## config.mk

```make
export PLATFORM = sky130hd
export DESIGN_NAME = dual_task_sequencer
export DESIGN_NICKNAME = d
export VERILOG_FILES = /design/src/rtl/dts_pkg.sv /design/src/rtl/dts_trigger.sv /design/src/rtl/dts_pick.sv /design/src/rtl/dual_task_sequencer.sv
export SDC_FILE = /design/constraint.sdc
export NUM_CORES = 1
export LEC_CHECK = 0
export BUFFER_PORTS_ARGS = -buffer_cell sky130_fd_sc_hd__buf_2
export CAP_MARGIN = 20
export CELL_PAD_IN_SITES_DETAIL_PLACEMENT = 1
export CELL_PAD_IN_SITES_GLOBAL_PLACEMENT = 2
export CORE_MARGIN = 2
export CORE_UTILIZATION = 26
export DETAILED_ROUTE_END_ITERATION = 12
export PLACE_DENSITY = 0.84
export SLEW_MARGIN = 20
export SYNTH_ARGS = -nofsm -noshare
export SYNTH_HDL_FRONTEND = slang
export SYNTH_HIERARCHICAL = 1
export SYNTH_SLANG_ARGS = --single-unit
```

## constraint.sdc

```tcl
create_clock -name clk -period 2.36 [get_ports clk]
set_input_delay 0.354 -clock clk [delete_from_list [all_inputs] [get_ports clk]]
set_output_delay 0.354 -clock clk [all_outputs]
set_load 0.03 [all_outputs]
```

## src/rtl/dts_pkg.sv

```systemverilog
package dts_pkg;
    typedef enum logic [1:0] {
        ST_IDLE = 2'd0,
        ST_WAIT = 2'd1,
        ST_RUN  = 2'd2
    } dts_state_e;

    localparam logic [1:0] COND_NOW   = 2'b00;
    localparam logic [1:0] COND_VSYNC = 2'b01;
    localparam logic [1:0] COND_FID0  = 2'b10;
    localparam logic [1:0] COND_FID1  = 2'b11;

    localparam logic SEL_A = 1'b0;
    localparam logic SEL_B = 1'b1;
endpackage

```

## src/rtl/dts_trigger.sv

```systemverilog
module dts_trigger
    import dts_pkg::*;
(
    input  logic [1:0] cond_i,
    input  logic       win_hit_i,
    input  logic       vsync_i,
    input  logic       vs_seen_i,
    input  logic       field_id_i,
    output logic       fire_o
);
    always_comb begin
        unique case (cond_i)
            COND_NOW:   fire_o = win_hit_i;
            COND_VSYNC: fire_o = win_hit_i & (vs_seen_i | vsync_i);
            COND_FID0:  fire_o = win_hit_i & ~field_id_i;
            default:    fire_o = win_hit_i & field_id_i;
        endcase
    end
endmodule

```

## src/rtl/dts_pick.sv

```systemverilog
module dts_pick
    import dts_pkg::*;
(
    input  logic en_a_i,
    input  logic en_b_i,
    input  logic from_run_i,
    input  logic cur_sel_i,
    output logic valid_o,
    output logic sel_o
);
    logic other_en, cur_en;

    always_comb begin
        other_en = (cur_sel_i == SEL_A) ? en_b_i : en_a_i;
        cur_en   = (cur_sel_i == SEL_A) ? en_a_i : en_b_i;
        if (from_run_i) begin
            valid_o = other_en | cur_en;
            sel_o   = other_en ? ~cur_sel_i : cur_sel_i;
        end else begin
            valid_o = en_a_i | en_b_i;
            sel_o   = en_a_i ? SEL_A : SEL_B;
        end
    end
endmodule

```

## src/rtl/dual_task_sequencer.sv

```systemverilog
module dual_task_sequencer
    import dts_pkg::*;
#(
    parameter int SKIP_W = 3
) (
    input  logic              clk,
    input  logic              rst_n,
    input  logic              sw_rst_n,
    input  logic              en_a,
    input  logic              en_b,
    input  logic [1:0]        start_a,
    input  logic [1:0]        start_b,
    input  logic              rpt_a,
    input  logic              rpt_b,
    input  logic [SKIP_W-1:0] skip_a,
    input  logic [SKIP_W-1:0] skip_b,
    input  logic              vsync,
    input  logic              field_id,
    input  logic              win_hit,
    input  logic              win_end,
    output logic              task_sel,
    output logic              task_run,
    output logic              task_start,
    output logic              toggle
);
    localparam logic [SKIP_W-1:0] SKIP_ZERO = '0;
    localparam logic [SKIP_W-1:0] SKIP_ONE  = SKIP_W'(1);

    typedef struct packed {
        dts_state_e        state;
        logic              sel;
        logic [SKIP_W-1:0] skip;
        logic              vs_seen;
        logic              rep_done;
        logic              toggle;
        logic              start;
    } seq_t;

    localparam seq_t SEQ_RESET = '{state: ST_IDLE, sel: SEL_A, skip: '0,
                                   vs_seen: 1'b0, rep_done: 1'b0,
                                   toggle: 1'b0, start: 1'b0};

    seq_t seq_d, seq_q;

    logic [1:0]        cur_cond;
    logic              cur_rpt;
    logic [SKIP_W-1:0] cur_skip;
    logic              fire;
    logic              pick_valid, pick_sel;
    logic [SKIP_W-1:0] pick_skip;

    always_comb begin
        cur_cond  = (seq_q.sel == SEL_A) ? start_a : start_b;
        cur_rpt   = (seq_q.sel == SEL_A) ? rpt_a   : rpt_b;
        cur_skip  = (seq_q.sel == SEL_A) ? skip_a  : skip_b;
        pick_skip = (pick_sel  == SEL_A) ? skip_a  : skip_b;
    end

    dts_trigger u_trigger (
        .cond_i     (cur_cond),
        .win_hit_i  (win_hit),
        .vsync_i    (vsync),
        .vs_seen_i  (seq_q.vs_seen),
        .field_id_i (field_id),
        .fire_o     (fire)
    );

    dts_pick u_pick (
        .en_a_i     (en_a),
        .en_b_i     (en_b),
        .from_run_i (seq_q.state == ST_RUN),
        .cur_sel_i  (seq_q.sel),
        .valid_o    (pick_valid),
        .sel_o      (pick_sel)
    );

    always_comb begin
        seq_d       = seq_q;
        seq_d.start = 1'b0;
        unique case (seq_q.state)
            ST_IDLE: begin
                if (pick_valid) begin
                    seq_d.state    = ST_WAIT;
                    seq_d.sel      = pick_sel;
                    seq_d.skip     = pick_skip;
                    seq_d.vs_seen  = 1'b0;
                    seq_d.rep_done = 1'b0;
                end
            end
            ST_WAIT: begin
                if (vsync) seq_d.vs_seen = 1'b1;
                if (fire) begin
                    if (seq_q.skip != SKIP_ZERO) begin
                        seq_d.skip    = seq_q.skip - SKIP_ONE;
                        seq_d.vs_seen = 1'b0;
                    end else begin
                        seq_d.state  = ST_RUN;
                        seq_d.toggle = ~seq_q.toggle;
                        seq_d.start  = 1'b1;
                    end
                end
            end
            ST_RUN: begin
                if (win_end) begin
                    seq_d.vs_seen = 1'b0;
                    if (cur_rpt && !seq_q.rep_done) begin
                        seq_d.state    = ST_WAIT;
                        seq_d.skip     = cur_skip;
                        seq_d.rep_done = 1'b1;
                    end else if (pick_valid) begin
                        seq_d.state    = ST_WAIT;
                        seq_d.sel      = pick_sel;
                        seq_d.skip     = pick_skip;
                        seq_d.rep_done = 1'b0;
                    end else begin
                        seq_d.state = ST_IDLE;
                    end
                end
            end
            default: seq_d = SEQ_RESET;
        endcase
        if (!sw_rst_n) seq_d = SEQ_RESET;
    end

    always_ff @(posedge clk or negedge rst_n) begin
        if (!rst_n) seq_q <= SEQ_RESET;
        else        seq_q <= seq_d;
    end

    assign task_sel   = seq_q.sel;
    assign task_run   = (seq_q.state == ST_RUN);
    assign task_start = seq_q.start;
    assign toggle     = seq_q.toggle;

    // a start pulse lasts one cycle and coincides with running
    assert_start_pulse_R7: assert property (@(posedge clk) disable iff (!rst_n)
        task_start |-> task_run ##1 !task_start);

    // toggle moves only on a start (or a reset)
    assert_toggle_only_on_start_R7: assert property (@(posedge clk) disable iff (!rst_n)
        ($past(sw_rst_n) && !task_start) |-> $stable(toggle));

    // running holds until the end pulse
    assert_run_holds_R7: assert property (@(posedge clk) disable iff (!rst_n)
        (task_run && !win_end && sw_rst_n) |=> task_run);

    // software reset returns to idle
    assert_swrst_idle_R11: assert property (@(posedge clk) disable iff (!rst_n)
        !sw_rst_n |=> (!task_run && !toggle && !task_sel));

    // selection only moves from idle or at task end
    assert_sel_stable_R10: assert property (@(posedge clk) disable iff (!rst_n)
        (sw_rst_n && seq_q.state == ST_WAIT) |=> $stable(task_sel));
endmodule

```

==> results.md, run 1 <==
Outcome:
- The flow ran to the end, and the final reports show no timing, DRC or antenna violations.

Cells and area:
- The number of antenna diodes in the final layout is 0.
- The synthesis-to-finish area growth is 31.1%.
- After the last flow step, the layout net total stands at 160.
- The post-route standard cell area excluding fillers is 0.00119 sq mm.
- The most common cell after layout, fill and taps aside is buf_2.
- In the layout the commonest cells are buf_2, dfrtp_1, nand2_1.
- Cells with a size suffix above 1 make up 38.5% of the layout.
- The fill cell instance count of the final layout is 418.

Clocking:
- Counting along the longest clock path gives a buffer depth of 2.
- The clock sink count is 10.
- At the later pin of the worst-skew pair, clock insertion delay measures 270 ps.
- The CTS tree is yes.
- The number of CTS-inserted buffers is 3.
- The clock-pin slew of the registers on the worst-case setup and hold paths is 70 ps.
- The depth of the CTS H-tree is 1.
- The root buffer cell chosen for the clock tree is clkbuf_4.

Global routing:
- For this run, the total global-route usage over all layers was measured as 14.2%.
- The number of antenna violations at the first check in global routing is 0.
- The maximum number of pins on one net before global-route repair is 16.
- The remaining global-route overflow is 0.
- The first global-routing pass estimated 4.55 mm of wire.
- The number of global-route vias before repair came to 998.

Placed design:
- Once detailed placement completed, the half-perimeter wirelength came to 2.06 mm.
- The placement-stage cell area is 0.00111 sq mm.
- The number of I/O port buffers is 24.
- The worst setup timing slack at the placement stage is 90.2 ps.
- At the end of routability-driven placement, the weighted congestion stood at 0.832.

Detailed routing:
- The number of antenna-violating nets in the routed design is 0.
- The final wirelength is 2.73 mm.
- The DRC violation count after routing is 0.
- In the routed layout, each cell is associated on average with a via count of 5.10.
- The number of DRC violations after detailed-routing iteration 0 is 31.
- The via count is 924.
- The detailed-route wire length per cell is 15.1 um.
- The first-pass iteration count of the detailed router is 4.

Die:
- The initial cell density of the core is 27.1%.
- The number of placement rows is 21.
- The die area is 0.00397 sq mm.
- The number of placed I/O pins is 25.
- The vertical die dimension is 63.0 um.
- The floorplan step defined a core boundary enclosing 0.00334 sq mm.
- The floorplan step set the die width to 63.0 um.

Worst hold path:
- The tightest min-delay check is of the in2reg type.

STA:
- For the final database, setup skew stands at 6.75 ps.
- The actual transition at the worst max-transition pin is 421 ps.
- The number of max-slew violations in the final report is 0.
- The final critical path takes up 96.1% of the cycle.
- The final count of negative-setup-slack endpoints is 0.
- Measured against its own limit, the worst slew margin works out to 71.9%.
- The worst path meets setup with 92.6 ps of slack.
- The maximum operating frequency is 441 MHz.
- The number of hold violations in the final report is 0.
- Adding up every negative setup slack in the final design gives 0 ps.
- Counting I/O delays and the setup requirement, the final critical path takes 2270 ps.

Critical path:
- STA classifies the critical path startpoint as a flip-flop.
- The critical path data required time is 2520 ps.
- The category of the worst setup path capture point is a flip-flop.
- The worst setup slack for register-to-register paths is 90 ps.
- The last element of the critical path is seq_q[6].
- Data on the critical path arrives at its endpoint at 2430 ps.
- The critical path is of the reg2reg type.
- In this run the worst setup path begins at task_sel.
- The worst reg2reg path endpoint is seq_q[6].
- In this run the worst path has a maximum fanout of 5.
- The count of cells along the worst register-to-register path is 9.
- The worst register-to-register path begins at task_sel.

Yosys:
- The total nets after synthesis is 130.
- The number of cells produced by synthesis is 106.
- Yosys mapped the design onto 42 distinct sky130hd cell types.
- The area share of the largest cell type after synthesis is 27.7%.
- The synthesized cell area is 905 sq um.
- The number of flip-flops and latches in the synthesized netlist is 10.
- A synthesized cell averages 8.53 sq um.
- The share of synthesized registers carrying an async set or reset is 100%.
- The share of the yosys chip area belonging to registers is 27.7%.
- The number of warnings issued by yosys is 6.
- Yosys mapped a number of flops with a built-in enable equal to 0.
- By area the synthesized netlist is led by dfrtp_1, mux2_2, nor2b_1, ha_1, a21oi_1.
- dfrtp_1 takes more of the synthesized area than any other cell.
- The most used flip-flop cell after synthesis is dfrtp_1.

Flow run:
- The total of max-cap violations is 0.

Power and ir drop:
- The overall power consumption is 1.02 mW.
- For this design the static power due to leakage is 0.524 nW.
- The power density relative to cell area is 862 mW/mm^2.
- The maximum resistive drop on vdd is 0.186 mV.
-- final cells by class --
| cell class | count | area, sq um | area share, % |
|---|---|---|---|
| multi-input cells | 86 | 652 | 55.0 |
| flip-flops and latches | 10 | 251 | 21.2 |
| repair buffers | 30 | 168 | 14.1 |
| well taps | 46 | 57.6 | 4.85 |
| clock buffers | 4 | 36.3 | 3.06 |
| inverters | 5 | 21.3 | 1.79 |
-- worst min path at each step --
stage          startpoint       end  slack, ps  depth (start not counted)
6_report            vsync  seq_q[3]        400                          3
5_1_grt          sw_rst_n    toggle        390                          2
4_1_cts          sw_rst_n    toggle        390                          2
3_5_place_dp        rst_n  seq_q[2]        240                          1
3_3_place_gp        rst_n  seq_q[2]        230                          1
2_1_floorplan       rst_n  seq_q[2]         60                          0
-- worst max-delay path, cell delays in order (launching register included) --
cell	delay, ps
dfrtp_2	440
mux2_4	330
inv_2	80
ha_4	210
o31ai_4	240
a41oi_2	90
nand2_1	150
o32ai_1	90
a311o_1	290
a22o_1	230
-- flip-flops by register name, indices dropped and copies added (netlist names) --
| register | count |
|---|---|
| toggle | 1 |
| seq_q | 7 |
| task_sel | 1 |
| task_start | 1 |
-- per-stage QoR --
step                cells  utilization [%]  hold WS [ps]
floorplan             106                -          58.4
global placement      175             33.2           232
detailed placement    175             33.2           239
CTS                   180             34.6           392
global route          181             35.5           390
finish                181             35.5           400
-- timing repair --
item	4_1_cts	5_1_grt
setup endpoints to repair	0	2
endpoints found under the hold margin	10	0
hold buffers	1	0
resized for setup	0	5
setup buffers	0	1
-- cell families after synthesis --
kind of cell / after synthesis / synth area share, %
adders and majority gates: 3 / 4.15
muxes: 8 / 9.82
AOI/OAI and AO/OA: 38 / 28.9
and+or+nand+nor: 37 / 23.8
DFF: 10 / 27.7
buffers and inverters: 10 / 5.67
-- synth_stat cells, types with 4 or more instances --
master / instances
inv_1: 5
o21ai_0: 7
dfrtp_1: 10
nand2_1: 8
mux2_2: 4
nor2b_1: 7
nand3_1: 5
a21oi_1: 7
-- per-layer routing --
metal / up-vias / part of all wire (%) / track usage (%)
met3: 0 / 2.9 / 3.96
met5: - / 0 / 0
met2: 12 / 53 / 25.9
met4: 0 / 0 / 1.67
met1: 459 / 44 / 16.9
li1: 453 / - / -
-- report_power, final --
group	switching [mW]	leakage (nW)	internal (mW)
clock network	0.0662	0.0210	0.0938
registers	0.0612	0.133	0.225
logic	0.321	0.371	0.256
total	0.448	0.524	0.574
Note: power is estimated with default switching activity, not from simulation.
==> inputs of run 2 (changes only) <==
--- a/config.mk
+++ b/config.mk
@@ -9,7 +9,6 @@
 export CAP_MARGIN = 20
 export CELL_PAD_IN_SITES_DETAIL_PLACEMENT = 1
 export CELL_PAD_IN_SITES_GLOBAL_PLACEMENT = 2
-export CORE_MARGIN = 2
 export CORE_UTILIZATION = 26
 export DETAILED_ROUTE_END_ITERATION = 12
 export PLACE_DENSITY = 0.84
==> results.md, run 2 (same netlist as run 1, synthesis figures left out) <==
STA:
- The share of the clock period used by the worst path after layout came to 94.9% (-1.2 points).
- The smallest hold slack is 375 ps (-24.6 ps).
- The maximum operating frequency is 447 MHz (+1.3%).
- The largest clock skew in the final design is 5.00 ps (-1.75 ps).
- The actual transition at the worst max-transition pin is 494 ps (+72.9 ps).
- The relative max-transition margin is 67.0% (-4.9 points).
- The number of hold violations in the final report is 0 (unchanged).
- The shortest period the worst path allows came to 2240 ps (-28.4 ps).
- The final count of negative-setup-slack endpoints was 0 (unchanged).
- The number of max-slew violations in the final report is 0 (unchanged).

Detailed routing:
- The via count came to 914 (-1.1%).
- The first-pass iteration count of the detailed router is 4 (unchanged).
- The final wirelength is 2.55 mm (-6.5%).
- The number of antenna-violating nets in the routed design was 0 (unchanged).
- The detailed-route wire length per cell is 14.1 um (-6.5%).
- The DRC violation count after routing is 0 (unchanged).
- The number of DRC violations after detailed-routing iteration 0 is 47 (+52%).
- The via density per instance is 5.05 (-1.1%).

Die:
- The area of the core was 0.00334 sq mm (unchanged).
- The vertical die dimension was 61.0 um (-3.2%).
- The overall die width is 61.0 um (-3.2%).
- The die area is 0.00372 sq mm (-6.2%).
- The initial cell density of the core is 27.1% (unchanged).
- The number of placement rows came to 21 (unchanged).
- The number of placed I/O pins is 25 (unchanged).

Critical path:
- The worst setup path is launched from a flip-flop.
- The worst path arrival time is 2390 ps (-40 ps).
- The maximum net fanout on the critical path came to 5 (unchanged).
- The worst setup path is of the reg2reg kind.
- The category of the worst setup path capture point is a flip-flop.
- The critical path data required time is 2510 ps (about the same).

Outcome:
- The flow ran to the end, and the final reports show no timing, DRC or antenna violations.

Cells and area:
- The number of flip-flops under the largest register name is 7 (unchanged).
- The final standard cell count with taps included and fillers excluded is 181 (unchanged).
- The number of inserted diodes was 0 (unchanged).
- The layout net count is 160 (unchanged).
- More flip-flops sit in one register than any other, and that register is seq_q.
- The post-route standard cell area excluding fillers was 0.00118 sq mm (-0.63%).
- In the layout the commonest cells are buf_2, dfrtp_1, nand2_1, o21ai_0, a21oi_1.
- The synthesis-to-finish area growth is 30.3%.
- The core occupancy in the finished layout was 35.3% (-0.22 points).
- The share of post-route cells with drive strength above 1 is 39.3% (+0.74 points).
- The library cell used most frequently in the layout, excluding fill and tap cells, is buf_2.

Global routing:
- The number of global-route vias before repair was 943 (-5.5%).
- The total track usage is 15.2% (+1.0 points).
- The maximum number of pins on one net before global-route repair is 16 (unchanged).
- The number of antenna violations at the first check in global routing is 0 (unchanged).
- The wire length of the first global-routing pass is 4.20 mm (-7.7%).
- The remaining global-route overflow was 0 (unchanged).

Placed design:
- The placement-stage cell area is 0.00111 sq mm (unchanged).
- The number of I/O port buffers was 24 (unchanged).
- The global placement routability congestion was 0.866 (+4.1%).
- The post-detailed-placement half-perimeter wirelength is 2.06 mm (about the same).
- The post-placement cell count came to 175 (unchanged).

Power and ir drop:
- The internal portion of total power is 572 uW (-0.45%).
- The power density relative to cell area came to 862 mW/mm^2 (about the same).
- The part of the power in the clock network is 15.3% (-0.3 points).
- The switching power share of the total was 43.7% (-0.075 points).
- The leakage power is 0.518 nW (-1.2%).
- The maximum resistive drop on vdd is 0.313 mV (+68%).
- The overall power consumption was 1.02 mW (-0.58%).
- The portion of total power attributed to combinational logic is 56.7% (+0.4 points).
- The sequential share of power is 27.9% (about the same).
- The net switching power of the design is 445 uW (-0.75%).

Clocking:
- The maximum clock insertion buffer count is 2 (unchanged).
- The depth of the CTS H-tree was 1 (unchanged).
- The worst-skew pair later-pin latency is 270 ps (about the same).
- CTS placed an instance of clkbuf_4 at the clock tree root.
- The clock sink count is 10 (unchanged).
- TritonCTS built the clock tree.
- The clock-pin slew of the registers on the worst-case setup and hold paths is 70 ps (about the same).
- The number of CTS-inserted buffers is 3 (unchanged).

Flow run:
- The total of max-cap violations is 0 (unchanged).

Worst hold path:
- The path class of the tightest hold or removal check is in2reg.
-- run 2: cell counts in the layout (fill, tap and decap cells not counted) --
No cell type changed its count.
-- run 2: cell type report --
cell class	instances	area [sq um]
Fill cell	426	2160
Multi-Input combinational cell	86	647
Sequential cell	10	251
Clock buffer	4	36.3
Tap cell	46	57.6
Inverter	5	18.8
Timing Repair Buffer	30	168
-- run 2: critical path, stage by stage (launching register included) --
cell	delay (ps)
dfrtp_2	380
mux2_2	360
inv_2	90
ha_4	210
o31ai_4	240
a41oi_2	100
o22ai_1	210
nand2_1	140
o211a_1	190
a22o_1	210
-- run 2: worst paths after layout --
check / start / endpoint / cells after the start / slack (ps)
setup / recovery: task_sel / seq_q[6] / 9 / 120
hold / removal: vsync / seq_q[3] / 3 / 370
setup reg to reg: task_sel / seq_q[6] / 9 / 120
hold reg to reg: seq_q[3] / seq_q[3] / 2 / 530
max in group asynchronous: rst_n / task_sel / 2 / 1640
min in group asynchronous: rst_n / seq_q[2] / 2 / 490
-- run 2: power groups by stage --
| stage | registers, mW | logic [mW] | clock network, mW |
|---|---|---|---|
| 2_1_floorplan | 0.306 | 0.383 | 0 |
| 5_1_grt | 0.294 | 0.638 | 0.172 |
| 6_report | 0.284 | 0.577 | 0.156 |
| 3_3_place_gp | 0.283 | 0.535 | 0 |
| 3_5_place_dp | 0.283 | 0.552 | 0 |
| 4_1_cts | 0.281 | 0.553 | 0.162 |
-- run 2: repair_timing --
item / 4_1_cts / 5_1_grt
setup endpoints to repair: 0 / 3
hold endpoints to repair: 10 / 0
setup buffers: 0 / 1
resized for setup: 0 / 3
hold buffers: 1 / 0
-- run 2: layer usage --
layer / up-vias / global-route usage (%) / wire (um)
met1: 450 / 19.1 / 1160
met4: 0 / 2.60 / 12
li1: 449 / - / -
met2: 13 / 27.0 / 1300
met5: - / 0 / 0
met3: 2 / 3.41 / 68
-- run 2: stage by stage --
stage / TNS [ps] / worst slack, ps
CTS: 0 / 92.2
global route: -8.42 / -6.65
global placement: 0 / 126
finish: 0 / 121
detailed placement: 0 / 93.0
floorplan: 0 / 1.30
==> inputs of run 3 (changes only) <==
--- a/config.mk
+++ b/config.mk
@@ -9,8 +9,10 @@
 export CAP_MARGIN = 20
 export CELL_PAD_IN_SITES_DETAIL_PLACEMENT = 1
 export CELL_PAD_IN_SITES_GLOBAL_PLACEMENT = 2
+export CORE_ASPECT_RATIO = 1.4
 export CORE_UTILIZATION = 26
 export DETAILED_ROUTE_END_ITERATION = 12
+export MAX_ROUTING_LAYER = met4
 export PLACE_DENSITY = 0.84
 export SLEW_MARGIN = 20
 export SYNTH_ARGS = -nofsm -noshare
==> results.md, run 3 (same netlist as run 1, synthesis figures left out) <==
Placed design:
- The post-detailed-placement half-perimeter wirelength is 2.06 mm (+0.31%).
- The global placement routability congestion is 0.834 (-3.6%).
- The number of I/O port buffers came to 24 (unchanged).

Detailed routing:
- After detailed routing, no signal wire sits above met4.
- The via density per instance is 5.29 (+4.7%).
- The routed length on met2 is 1.33 mm (+2.1%).
- The wire length on met3 is 78 um (+15%).
- The first-pass iteration count of the detailed router came to 5 (+1).
- The number of antenna-violating nets in the routed design is 0 (unchanged).
- The final wirelength is 2.62 mm (+2.9%).
- The DRC violation count after routing is 0 (unchanged).
- The via count is 925 (+1.2%).
- The detailed-route wire length per cell was 15.0 um (+6.4%).
- The number of DRC violations after detailed-routing iteration 0 came to 12 (-74%).
- The routed length on met1 is 1.16 mm (-0.43%).

Critical path:
- Traced cell by cell, the critical path runs through mux2_2 > inv_2 > ha_4 > o31ai_4 > a41oi_4 > nand2_2 > o32ai_1 > a311o_1 > a22o_1.
- The worst setup slack for register-to-register paths came to 120 ps (about the same).
- The critical path data required time came to 2490 ps (-20 ps).
- The category of the worst setup path capture point is a flip-flop.
- The count of buffering cells on the critical path with inverters included came to 1 (unchanged).
- The worst setup path is launched from a flip-flop.
- The worst stage delay on the critical path is 370 ps (about the same).
- The family with the most delay on the worst path is compound AO/OA/AOI/OAI gates.
- The worst path arrival time is 2370 ps (-20 ps).
- The maximum net fanout on the critical path is 5 (unchanged).
- The type of the worst setup path is reg2reg.
- On the critical path, the stage with the largest delay is an instance of dfrtp_2.

Cells and area:
- The share of post-route cells with drive strength above 1 is 39.3% (unchanged).
- The synthesis-to-finish area growth is 32.2%.
- The layout net count is 160 (unchanged).
- In the layout the commonest cells are buf_2, dfrtp_1, nand2_1, o21ai_0, a21oi_1.
- The fill cell instance count of the final layout is 399 (-6.3%).
- The most common cell after layout, fill and taps aside is buf_2.
- The register name with the most flops is seq_q.
- The number of flip-flops under the largest register name is 7 (unchanged).
- The number of inserted diodes is 0 (unchanged).

Die:
- The vertical die dimension is 71.8 um (+18%).
- The area of the core is 0.00335 sq mm (+0.30%).
- The initial cell density of the core is 27.0% (-0.081 points).
- The overall die width came to 51.9 um (-15%).
- The number of placement rows was 25 (+19%).
- The number of placed I/O pins is 25 (unchanged).
- The die area is 0.00372 sq mm (about the same).

Global routing:
- The remaining global-route overflow is 0 (unchanged).
- The number of global-route vias before repair came to 967 (+2.5%).
- The maximum number of pins on one net before global-route repair was 16 (unchanged).
- The number of antenna violations at the first check in global routing is 0 (unchanged).
- The wire length of the first global-routing pass was 4.35 mm (+3.5%).
- The total track usage was 16.4% (+1.2 points).

Power and ir drop:
- The maximum resistive drop on vdd is 0.516 mV (+64%).
- The power density relative to cell area was 910 mW/mm^2 (+5.6%).
- The leakage power is 0.526 nW (+1.6%).

STA:
- The maximum operating frequency was 447 MHz (about the same).
- The sum of negative setup slack is 0 ps (unchanged).
- The smallest hold slack is 400 ps (+24.7 ps).
- Setup repair after global routing left no endpoint under its margin.
- The number of hold violations in the final report is 0 (unchanged).
- The share of the clock period used by the worst path after layout is 94.8% (about the same).
- The number of max-slew violations in the final report was 0 (unchanged).
- The actual transition at the worst max-transition pin came to 455 ps (-39.3 ps).
- The shortest period the worst path allows is 2240 ps (-1.10 ps).
- The relative max-transition margin came to 69.6% (+2.6 points).
- The largest clock skew in the final design is 1.31 ps (-3.69 ps).
- The final count of negative-setup-slack endpoints is 0 (unchanged).

Clocking:
- The number of CTS-inserted buffers is 3 (unchanged).
- TritonCTS built the clock tree.
- The clock root buffer master is clkbuf_8.
- The clock-pin slew of the registers on the worst-case setup and hold paths came to 50 ps (-20 ps).
- The maximum clock insertion buffer count is 2 (unchanged).
- The clock sink count was 10 (unchanged).
- The depth of the CTS H-tree is 1 (unchanged).
- The worst-skew pair later-pin latency came to 240 ps (-30 ps).

Flow run:
- The total of max-cap violations came to 0 (unchanged).

Outcome:
- The run finished with clean final reports.

Worst hold path:
- The worst min-delay path class is in2reg.
run 3: cell count changes in the layout (fill, tap and decap cells not counted):
cell / previous run / this run
clkbuf_4: 3 / 0
clkbuf_8: 1 / 4
a41oi_2: 1 / 0
a41oi_4: 0 / 1
nor2b_2: 0 / 1
nor2b_4: 1 / 0
run 3: power by group:
group	internal [mW]	total, mW	switching, mW
Combinational	0.257	0.588	0.331
Sequential	0.226	0.281	0.0556
Clock	0.147	0.219	0.0725
run 3: worst paths after layout:
check,start,depth (start not counted),endpoint
max reg2reg,task_sel,9,seq_q[6]
min reg2reg,seq_q[3],2,seq_q[3]
max,task_sel,9,seq_q[6]
max in group asynchronous,rst_n,2,task_sel
min in group asynchronous,rst_n,2,seq_q[9]
min,vsync,3,seq_q[3]
run 3: worst min-delay path, stage by stage:
cell and delay, ps:
buf_2 90, a21oi_1 50, a21oi_1 110
run 3: through the flow:
step | worst slack (ps) | instances | util (%) | power [mW] | cell area [sq um]
after detailed placement | 67.5 | 169 | 32.9 | 0.840 | 1100
after CTS | 63.6 | 174 | 34.8 | 1.07 | 1170
after floorplan | 1.30 | 106 | - | 0.689 | 933
after global placement | 108 | 169 | 32.9 | 0.819 | 1100
final | 122 | 175 | 35.7 | 1.09 | 1200
after global routing | 24.6 | 175 | 35.7 | 1.17 | 1200
run 3: layout make-up:
class / count / area (sq um) / area share [%]
clock buffer: 4 / 55.1 / 4.60
inverter: 5 / 18.8 / 1.57
multi-input combinational: 86 / 653 / 54.6
sequential: 10 / 251 / 21.0
tap: 40 / 50.0 / 4.18
timing repair buffer: 30 / 168 / 14.0
run 3: what timing repair did:
action | CTS | global route
setup endpoints to repair | 0 | 3
resized for setup | 0 | 3
hold buffers | 1 | 0
hold endpoints to repair | 10 | 0
buffers inserted | 0 | 1
run 3: layer usage:
layer | GRT usage, % | vias to the layer above
met4 | 7.21 | 0
met5 | - | -
met1 | 18.7 | 454
met2 | 27.1 | 14
li1 | - | 452
met3 | 3.18 | 5
